==> src/rtl/i2c_scl_pkg.sv <==
package i2c_scl_pkg;
    localparam int PRE_W      = 3;
    localparam int GAP_W      = 6;
    localparam int RND_W      = 4;
    localparam int SET_W      = 4;
    localparam int BASE_TICKS = 20;
    localparam int GAP_STEP   = 8;
    localparam int SETUP_BIAS = 2;
    localparam int MAX_PERIOD = BASE_TICKS + GAP_STEP * ((1 << GAP_W) - 1) + (1 << RND_W) - 1;
    localparam int CNT_W      = $clog2(MAX_PERIOD + 1);

    typedef logic [CNT_W-1:0] ticks_t;

    typedef struct packed {
        logic [GAP_W-1:0] gap;
        logic [PRE_W-1:0] prediv;
    } div_cfg_t;

    typedef struct packed {
        div_cfg_t         div;
        logic [RND_W-1:0] rnd;
        logic [SET_W-1:0] setup;
    } timing_cfg_t;

    typedef enum logic [1:0] {PH_IDLE, PH_SETUP, PH_LOW, PH_HIGH} phase_e;

    function automatic ticks_t period_ticks(div_cfg_t d, logic [RND_W-1:0] r);
        return ticks_t'(BASE_TICKS + GAP_STEP * int'(d.gap) + int'(r));
    endfunction

    function automatic ticks_t low_ticks(ticks_t p);
        return ticks_t'((int'(p) + 1) / 2);
    endfunction

    function automatic ticks_t setup_ticks(logic [SET_W-1:0] s);
        return ticks_t'(int'(s) + SETUP_BIAS);
    endfunction
endpackage

==> src/rtl/i2c_scl_prescale.sv <==
module i2c_scl_prescale import i2c_scl_pkg::*; (
    input  logic             clk,
    input  logic             rst,
    input  logic             en,
    input  logic [PRE_W-1:0] prediv,
    output logic             tick
);
    logic [PRE_W-1:0] cnt;

    always_ff @(posedge clk) begin
        if (rst || !en)          cnt <= '0;
        else if (cnt == prediv)  cnt <= '0;
        else                     cnt <= cnt + 1'b1;
    end

    assign tick = en && (cnt == prediv);

    assert_tick_spacing_R1: assert property (@(posedge clk) disable iff (rst)
        (tick && en && prediv != '0) |=> !tick);
endmodule

==> src/rtl/i2c_scl_phase.sv <==
module i2c_scl_phase import i2c_scl_pkg::*; (
    input  logic             clk,
    input  logic             rst,
    input  logic             run,
    input  logic             scl_in,
    input  logic             tick,
    input  timing_cfg_t      cfg_in,
    output logic [PRE_W-1:0] prediv_q,
    output logic             busy,
    output logic             scl_out,
    output logic             scl_rise,
    output logic             scl_fall,
    output logic             sample
);
    phase_e      state;
    ticks_t      remain;
    timing_cfg_t cfg_q;
    logic        first_hi;
    ticks_t      per, lo_len, hi_len;

    assign per      = period_ticks(cfg_q.div, cfg_q.rnd);
    assign lo_len   = low_ticks(per);
    assign hi_len   = per - lo_len;
    assign busy     = (state != PH_IDLE);
    assign prediv_q = cfg_q.div.prediv;

    always_ff @(posedge clk) begin
        if (rst) begin
            state    <= PH_IDLE;
            remain   <= '0;
            cfg_q    <= '0;
            first_hi <= 1'b0;
            scl_out  <= 1'b1;
            scl_rise <= 1'b0;
            scl_fall <= 1'b0;
            sample   <= 1'b0;
        end else begin
            scl_rise <= 1'b0;
            scl_fall <= 1'b0;
            sample   <= 1'b0;
            case (state)
                PH_IDLE: if (run) begin
                    cfg_q  <= cfg_in;
                    remain <= setup_ticks(cfg_in.setup);
                    state  <= PH_SETUP;
                end
                PH_SETUP: if (tick) begin
                    if (remain == ticks_t'(1)) begin
                        state    <= PH_LOW;
                        remain   <= lo_len;
                        scl_out  <= 1'b0;
                        scl_fall <= 1'b1;
                    end else remain <= remain - ticks_t'(1);
                end
                PH_LOW: if (tick) begin
                    if (remain == ticks_t'(1)) begin
                        state    <= PH_HIGH;
                        remain   <= hi_len;
                        scl_out  <= 1'b1;
                        scl_rise <= 1'b1;
                        first_hi <= 1'b1;
                    end else remain <= remain - ticks_t'(1);
                end
                PH_HIGH: if (tick && scl_in) begin
                    first_hi <= 1'b0;
                    sample   <= first_hi;
                    if (remain == ticks_t'(1)) begin
                        if (run) begin
                            state    <= PH_LOW;
                            remain   <= lo_len;
                            scl_out  <= 1'b0;
                            scl_fall <= 1'b1;
                        end else begin
                            state <= PH_IDLE;
                        end
                    end else remain <= remain - ticks_t'(1);
                end
                default: state <= PH_IDLE;
            endcase
        end
    end

    assert_stretch_hold_R5: assert property (@(posedge clk) disable iff (rst)
        (state == PH_HIGH && !scl_in) |=> $stable(remain));
    assert_cfg_frozen_R7: assert property (@(posedge clk) disable iff (rst)
        (busy && $past(busy)) |-> $stable(cfg_q));
    assert_idle_released_R8: assert property (@(posedge clk) disable iff (rst)
        !busy |-> scl_out);
    assert_fall_from_high_R10: assert property (@(posedge clk) disable iff (rst)
        scl_fall |-> $past(scl_out));
    assert_rise_from_low_R10: assert property (@(posedge clk) disable iff (rst)
        scl_rise |-> !$past(scl_out));
    assert_one_strobe_R10: assert property (@(posedge clk) disable iff (rst)
        $onehot0({scl_rise, scl_fall, sample}));
endmodule

==> src/rtl/i2c_scl_timer.sv <==
module i2c_scl_timer import i2c_scl_pkg::*; (
    input  logic                   clk,
    input  logic                   rst,
    input  logic                   run,
    input  logic [PRE_W+GAP_W-1:0] div_cfg,
    input  logic [RND_W-1:0]       round_cnt,
    input  logic [SET_W-1:0]       setup_cfg,
    input  logic                   scl_in,
    output logic                   tick,
    output logic                   busy,
    output logic                   scl_out,
    output logic                   scl_rise,
    output logic                   scl_fall,
    output logic                   sample
);
    timing_cfg_t      cfg_in;
    logic [PRE_W-1:0] prediv_q;

    assign cfg_in = {div_cfg, round_cnt, setup_cfg};

    i2c_scl_prescale u_pre (
        .clk    (clk),
        .rst    (rst),
        .en     (busy),
        .prediv (prediv_q),
        .tick   (tick)
    );

    i2c_scl_phase u_phase (
        .clk      (clk),
        .rst      (rst),
        .run      (run),
        .scl_in   (scl_in),
        .tick     (tick),
        .cfg_in   (cfg_in),
        .prediv_q (prediv_q),
        .busy     (busy),
        .scl_out  (scl_out),
        .scl_rise (scl_rise),
        .scl_fall (scl_fall),
        .sample   (sample)
    );
endmodule

==> config.mk <==
export PLATFORM = sky130hd
export DESIGN_NAME = i2c_scl_timer
export DESIGN_NICKNAME = d
export VERILOG_FILES = /design/src/rtl/i2c_scl_pkg.sv /design/src/rtl/i2c_scl_prescale.sv /design/src/rtl/i2c_scl_phase.sv /design/src/rtl/i2c_scl_timer.sv
export SDC_FILE = /design/constraint.sdc
export NUM_CORES = 1
export LEC_CHECK = 0
export ABC_CLOCK_PERIOD_IN_PS = 8800
export CAP_MARGIN = 0
export CELL_PAD_IN_SITES_DETAIL_PLACEMENT = 2
export CELL_PAD_IN_SITES_GLOBAL_PLACEMENT = 2
export CORE_MARGIN = 2
export CORE_UTILIZATION = 35
export CTS_CLUSTER_SIZE = 24
export DETAILED_ROUTE_END_ITERATION = 7
export GPL_TIMING_DRIVEN = 1
export HOLD_SLACK_MARGIN = 0.06
export PLACE_DENSITY = 0.85
export SYNTH_ARGS = -nofsm -noshare
export SYNTH_HDL_FRONTEND = slang
export SYNTH_SLANG_ARGS = --single-unit
==> constraint.sdc <==
create_clock -name clk -period 8.8 [get_ports clk]
set_clock_uncertainty 0.1 [all_clocks]
set_input_delay 1.32 -clock clk [delete_from_list [all_inputs] [get_ports clk]]
set_output_delay 1.32 -clock clk [all_outputs]
set_load 0.02 [all_outputs]
; ---- Word level (Yosys, flattened, before mapping)
; Cells that the tools add are included.
; W data, S select, Z words.
[classes]
n_eq_ne = 14
n_addsub = 8
bitwise_logic = 4
mux = 34
n_reduce_logical = 16
[ops]
columns = op, n
row1 = $mux W10, 8
row2 = $pmux W10 S4, 1
row3 = $mux W2, 8
row4 = $mux W1, 13
row5 = $ne A2 B1 Y1 const B, 6
row6 = $add A10 B1 Y11 const B, 1
row7 = $add A10 B1 Y10, 1
row8 = $add A10 B5 Y10, 1
row9 = $add A5 B9 Y10 const A, 1
row10 = $eq A10 B1 Y1 const B, 1
row11 = $sub A10 B1 Y10 const B, 1
row12 = $sub A10 B10 Y10, 1
row13 = $pmux W2 S4, 1
row14 = $reduce_and A8 Y1, 1
row15 = $reduce_and A7 Y1, 1
row16 = $add A4 B2 Y5 const B, 1
row17 = $reduce_and A5 Y1, 1
row18 = $eq A2 B2 Y1 const B, 2
row19 = $ne A2 B2 Y1 const B, 2
row20 = $pmux W1 S2, 2
row21 = $reduce_and A4 Y1, 1
row22 = $reduce_bool A2 Y1, 2
row23 = $reduce_or A2 Y1, 2
row24 = $add A3 B1 Y3 const B, 1
row25 = other kinds (13), 16
[totals]
regBits = 33
word_cells = 87
out_inout_bits = 6
input_bits = 21

; ---- Depth between registers and ports, before layout
[logic_depth]
depth_word = 9
depth_mapped = 13
ltp_nobuf = 13

; ---- Modules after synthesis
; Synthesis repeated with hierarchy kept, for this count alone.
[unflattened]
hier_cells = 318
area_unflattened_um2 = 2577.5
[modules_own_cells]
columns = mod, area_each_um2, instances, seq_area_each_um2, cells_each
row1 = i2c_scl_phase, 2423.6, 1, 600.6, 304
row2 = i2c_scl_prescale, 153.9, 1, 60.1, 14

; ---- Worst setup path before layout
; Ideal clock, no wire load.
[synth_timing]
path_kind = reg2reg
from = reg u_phase.cfg_q[6] (netlist bit)
to = reg u_phase.remain[9]
arrival_ns = 2.952
period_less_slack_ns = 3.143
stages_incl_launch_ff = 14
path_slack_ns = 5.657
setup_ns = 0.091
t_required_ns = 8.609
n_path_buf = 0
path_cell_list = dfxtp_1 -> fa_1 -> xnor2_1 -> and3_1 -> nand4_1 -> nand2_1 -> xnor2_1 -> ha_1 -> a21oi_1 -> nor4b_1 -> o31ai_1 -> xnor2_1 -> o21ai_0 -> a311oi_1
[synth_between]
elab_chain_cells = 7
elab_cells_between_ends = 12
cone_classes = add/sub (4) / mux (8)
[synth_rtl]
columns = item, line_no
row1 = start: declaration, i2c_scl_phase.sv:17  ; timing_cfg_t cfg_q;
row2 = start signal: assignment, i2c_scl_phase.sv:43  ; cfg_q <= cfg_in;
row3 = $add A10 B5 Y10 *, i2c_scl_pkg.sv:28  ; return ticks_t'(BASE_TICKS + GAP_STEP * int'(d.gap) + int'(r));
row4 = $add A10 B1 Y11, i2c_scl_pkg.sv:32  ; return ticks_t'((int'(p) + 1) / 2);
row5 = $add A10 B1 Y10 (no source line), --
row6 = $sub A10 B10 Y10 or $mux W10 (tied branches), "i2c_scl_phase.sv:23, i2c_scl_phase.sv:68"
row7 = "$mux W10, on equally long branches", "i2c_scl_phase.sv:56, i2c_scl_phase.sv:67"
row8 = "$mux W10, on equally long branches", "i2c_scl_phase.sv:55, i2c_scl_phase.sv:64"
row9 = $pmux W10 S4 *, i2c_scl_phase.sv:41  ; case (state)
row10 = end signal: assignment, i2c_scl_phase.sv:44  ; remain <= setup_ticks(cfg_in.setup);
row11 = end signal: assignment, i2c_scl_phase.sv:53  ; end else remain <= remain - ticks_t'(1);
row12 = end signal: assignment, i2c_scl_phase.sv:58  ; remain <= hi_len;
row13 = end: declaration, i2c_scl_phase.sv:16  ; ticks_t remain;
; Mark *: on every way between the ends. The rest lies on a longest branch, timed or not. The select of a mux whose other input is x is not followed.
; A chain may end at the register's enable or synchronous reset.

; ---- Worst setup path in the final report
[layout_timing]
from = reg u_phase.state[1]
to = out tick
[layout_between]
elab_chain_cells = 2
[layout_rtl]
columns = item, line_no
row1 = start: declaration, i2c_scl_phase.sv:15  ; phase_e state;
row2 = start signal: assignment, i2c_scl_phase.sv:29  ; state <= PH_IDLE;
row3 = start signal: assignment, i2c_scl_phase.sv:45  ; state <= PH_SETUP;
row4 = start signal: assignment, i2c_scl_phase.sv:49  ; state <= PH_LOW;
row5 = $reduce_bool A2 Y1, i2c_scl_phase.sv:24  ; assign busy = (state != PH_IDLE);
row6 = $logic_and A1 B1 Y1, i2c_scl_prescale.sv:16  ; assign tick = en && (cnt == prediv);
row7 = end: declaration, i2c_scl_timer.sv:9  ; output logic tick,
; Every way passes these cells.

==> results.toml <==
[synthesis]
syn_area_sq_um = 2395
synth_top_area_cell = "dfxtp_1"
synthArstFlopShare_pct = 0
synth.top_cell.area_share_pct = 27.59
synthTopCellsByCount = "53 x nand2_1, 33 x dfxtp_1, 30 x a21oi_1"
synthTopCellsByArea = "dfxtp_1 28%, ha_1 8.4%, nand2_1 8.3%"
synth_edf_count = 0
synth_cells = 318
seq_area_frac_synth_pct = 27.59
yosysWarnings = 0
yosysUniqueCellTypes = 50
synth_area_per_cell_sq_um = 7.531
dominantRegCellSynth = "dfxtp_1"
yosysMostFrequentCell = "nand2_1"
syn_nets = 357
synth_seq_cells = 33

[setup_path]
worst-path-buf-inv = 3
worst-r2r-cell-count = 13
path_cells = "nor2_1, inv_1, nand2_1, inv_1, clkdlybuf4s50_1"
crit_cells = 5
setup.worst_path.class = "register to output pin"
cpLargestDelayFamily = "simple AND/OR/NAND/NOR gates"
start_kind = "register"
end_kind = "output pin"
slowest_delay_ns = 0.80
cp_common_cell = "inv_1"
cp_max_fo = 15
cp_data_arrival_time_ns = 2.70
slowest_stage = "nor2_1"
worstPathRequired_ns = 7.38

[place]
hpwl_um = 5575
dp_slack_ns = 5.031
gp_congestion = 0.7524
port_buffers = 26

[sta]
post-route-period-util_pct = 46.85
setup_violations = 0
rsz0062_at_grt = "false"
max_slew_margin_pct = 23.75
layout_min_cycle_time_ns = 4.123
fin_ws_ns = 4.677
worstMarginPinSlew_ns = 1.140
clock.fmax_ghz = 0.2426
finalSetupTns_ns = 0
drv_slew = 0
hold_viol_final = 0

[power_and_ir_drop]
p_leak_nw = 1.070
p_total_w = 0.0004953
power_density_nw_per_um2 = 177.8
ir_worst_vdd_mv = 0.08418

[routing]
viasPerCell = 5.719
vias = 2402
wl_per_cell_um = 18.28
drtAntennaViolNets = 0
wl_um = 7676
dr.pass1.iters = 4
drtIter0Drc = 89
route.detailed.drc = 0

[finish]
drive_gt1_share_pct = 4.412
antenna_cells = 0
finalNetCount = 378
synthToLayoutAreaGrowth_pct = 16.30

[clocking]
numCtsBuffers = 5
cts.path.max_buffers = 2
cts_resized = 0
clock-sinks = 33
clock_latency_ns = 0.30
post_cts_buffers = 0
root_buffer = "clkbuf_8"
clk_pin_slew_ns = 0.08
cts_tree = "yes"
h-tree-depth = 2
holdBufCountCts = 0

[grt]
grtUsageMet2_pct = 40.28
gr-max-usage-layer = "met2"
grt_max_degree = 35
grtUsageMet3_pct = 3.524
grt.total_usage_pct = 21.46
grt_pass1_vias = 2564
grt_antenna_before_repair = 0
grt_remaining_overflow = 0
grtUsageMet1_pct = 24.83
grt_first_pass_wirelength_um = 12610

[die]
die_h_um = 86.72
dieArea_sq_um = 7520
ioPinCount = 27
design.core.area_sq_um = 6719
die_x_um = 86.72
num_rows = 30
start_util_pct = 35.64

[hold_path]
whs_path_depth = 2
hp-class = "register to register"

[status]
outcome = "finished clean"

[run]
drv_cap = 0
-- cells in the final DEF, fill, tap and decap left out, drive strengths merged, types with 3 or more instances in the layout --
| cell | netlist | routed |
|---|---|---|
| a211oi | 6 | 6 |
| a21oi | 30 | 30 |
| a221oi | 4 | 4 |
| a311oi | 3 | 3 |
| and3 | 3 | 3 |
| buf | 5 | 3 |
| clkbuf | 10 | 6 |
| clkdlybuf4s50 | 0 | 26 |
| clkinv | 1 | 3 |
| dfxtp | 33 | 33 |
| ha | 16 | 16 |
| inv | 13 | 13 |
| nand2 | 53 | 53 |
| nand3 | 6 | 6 |
| nand4 | 3 | 3 |
| nor2 | 28 | 28 |
| nor3 | 10 | 10 |
| nor4 | 6 | 6 |
| o21a | 6 | 6 |
| o21ai | 18 | 18 |
| or3 | 7 | 7 |
| xnor2 | 15 | 15 |
| xor2 | 11 | 11 |
-- tightest hold or removal path, cell delays in order, from the launching register on --
cell and delay, ns:
dfxtp_1 0.31, nand2_1 0.05, nor4_1 0.04
-- registers in the layout, summed over array words and instances (netlist names) --
register and cells:
u_phase.scl_rise 1, u_phase.remain 10, u_phase.state 2, u_phase.sample 1, u_phase.scl_fall 1, u_phase.cfg_q 10
u_phase.first_hi 1, u_pre.cnt 3, u_phase.prediv_q 3, u_phase.scl_out 1
-- area by class of cell --
| cell class | count | area [sq um] |
|---|---|---|
| fillers | 802 | 3934 |
| multi-input cells | 256 | 1607 |
| flip-flops and latches | 33 | 660.6 |
| repair buffers | 29 | 282.8 |
| well taps | 80 | 100.1 |
| clock buffers | 6 | 72.57 |
| inverters | 14 | 52.55 |
| clock inverters | 2 | 10.01 |
-- cell families after synthesis --
group / share of synthesized area (%)
buffers and inverters: 5.329
adders and majority gates: 10.03
muxes: 0.8360
and+or+nand+nor: 25.08
DFF: 27.59
AOI/OAI and AO/OA: 21.63
xor gates and xnor gates: 9.509
-- stage by stage --
step / utilization (%) / hold WS, ns / instance area [sq um] / instances
finish: 41.45 / 0.3407 / 2785 / 420
global placement: 40.22 / 0.3317 / 2703 / 412
floorplan: - / 0.3150 / 2395 / 318
detailed placement: 40.22 / 0.3425 / 2703 / 412
global route: 41.45 / 0.3746 / 2785 / 420
CTS: 41.45 / 0.3519 / 2785 / 420
-- report_power, final --
part           leakage [nW]  internal (W)  switching (W)
Clock                0.0450     0.0000549      0.0000617
Combinational         0.755     0.0000829       0.000115
Sequential            0.270      0.000162      0.0000191
-- final timing paths --
check | slack, ns | start | to
worst max-delay path | 4.68 | u_phase.state[1] | tick
worst min-delay path | 0.34 | u_phase.first_hi | u_phase.sample
worst min register to register | 0.34 | u_phase.first_hi | u_phase.sample
worst max register to register | 4.98 | u_phase.cfg_q[6] | u_phase.remain[9]
-- per-layer routing --
metal  up-vias  routed length (um)
met3        10                 207
met4         0                 130
met2        43                3998
met1      1181                3338
met5         -                   0
li1       1168                   -
No activity file was read; power rests on OpenSTA's default activity.
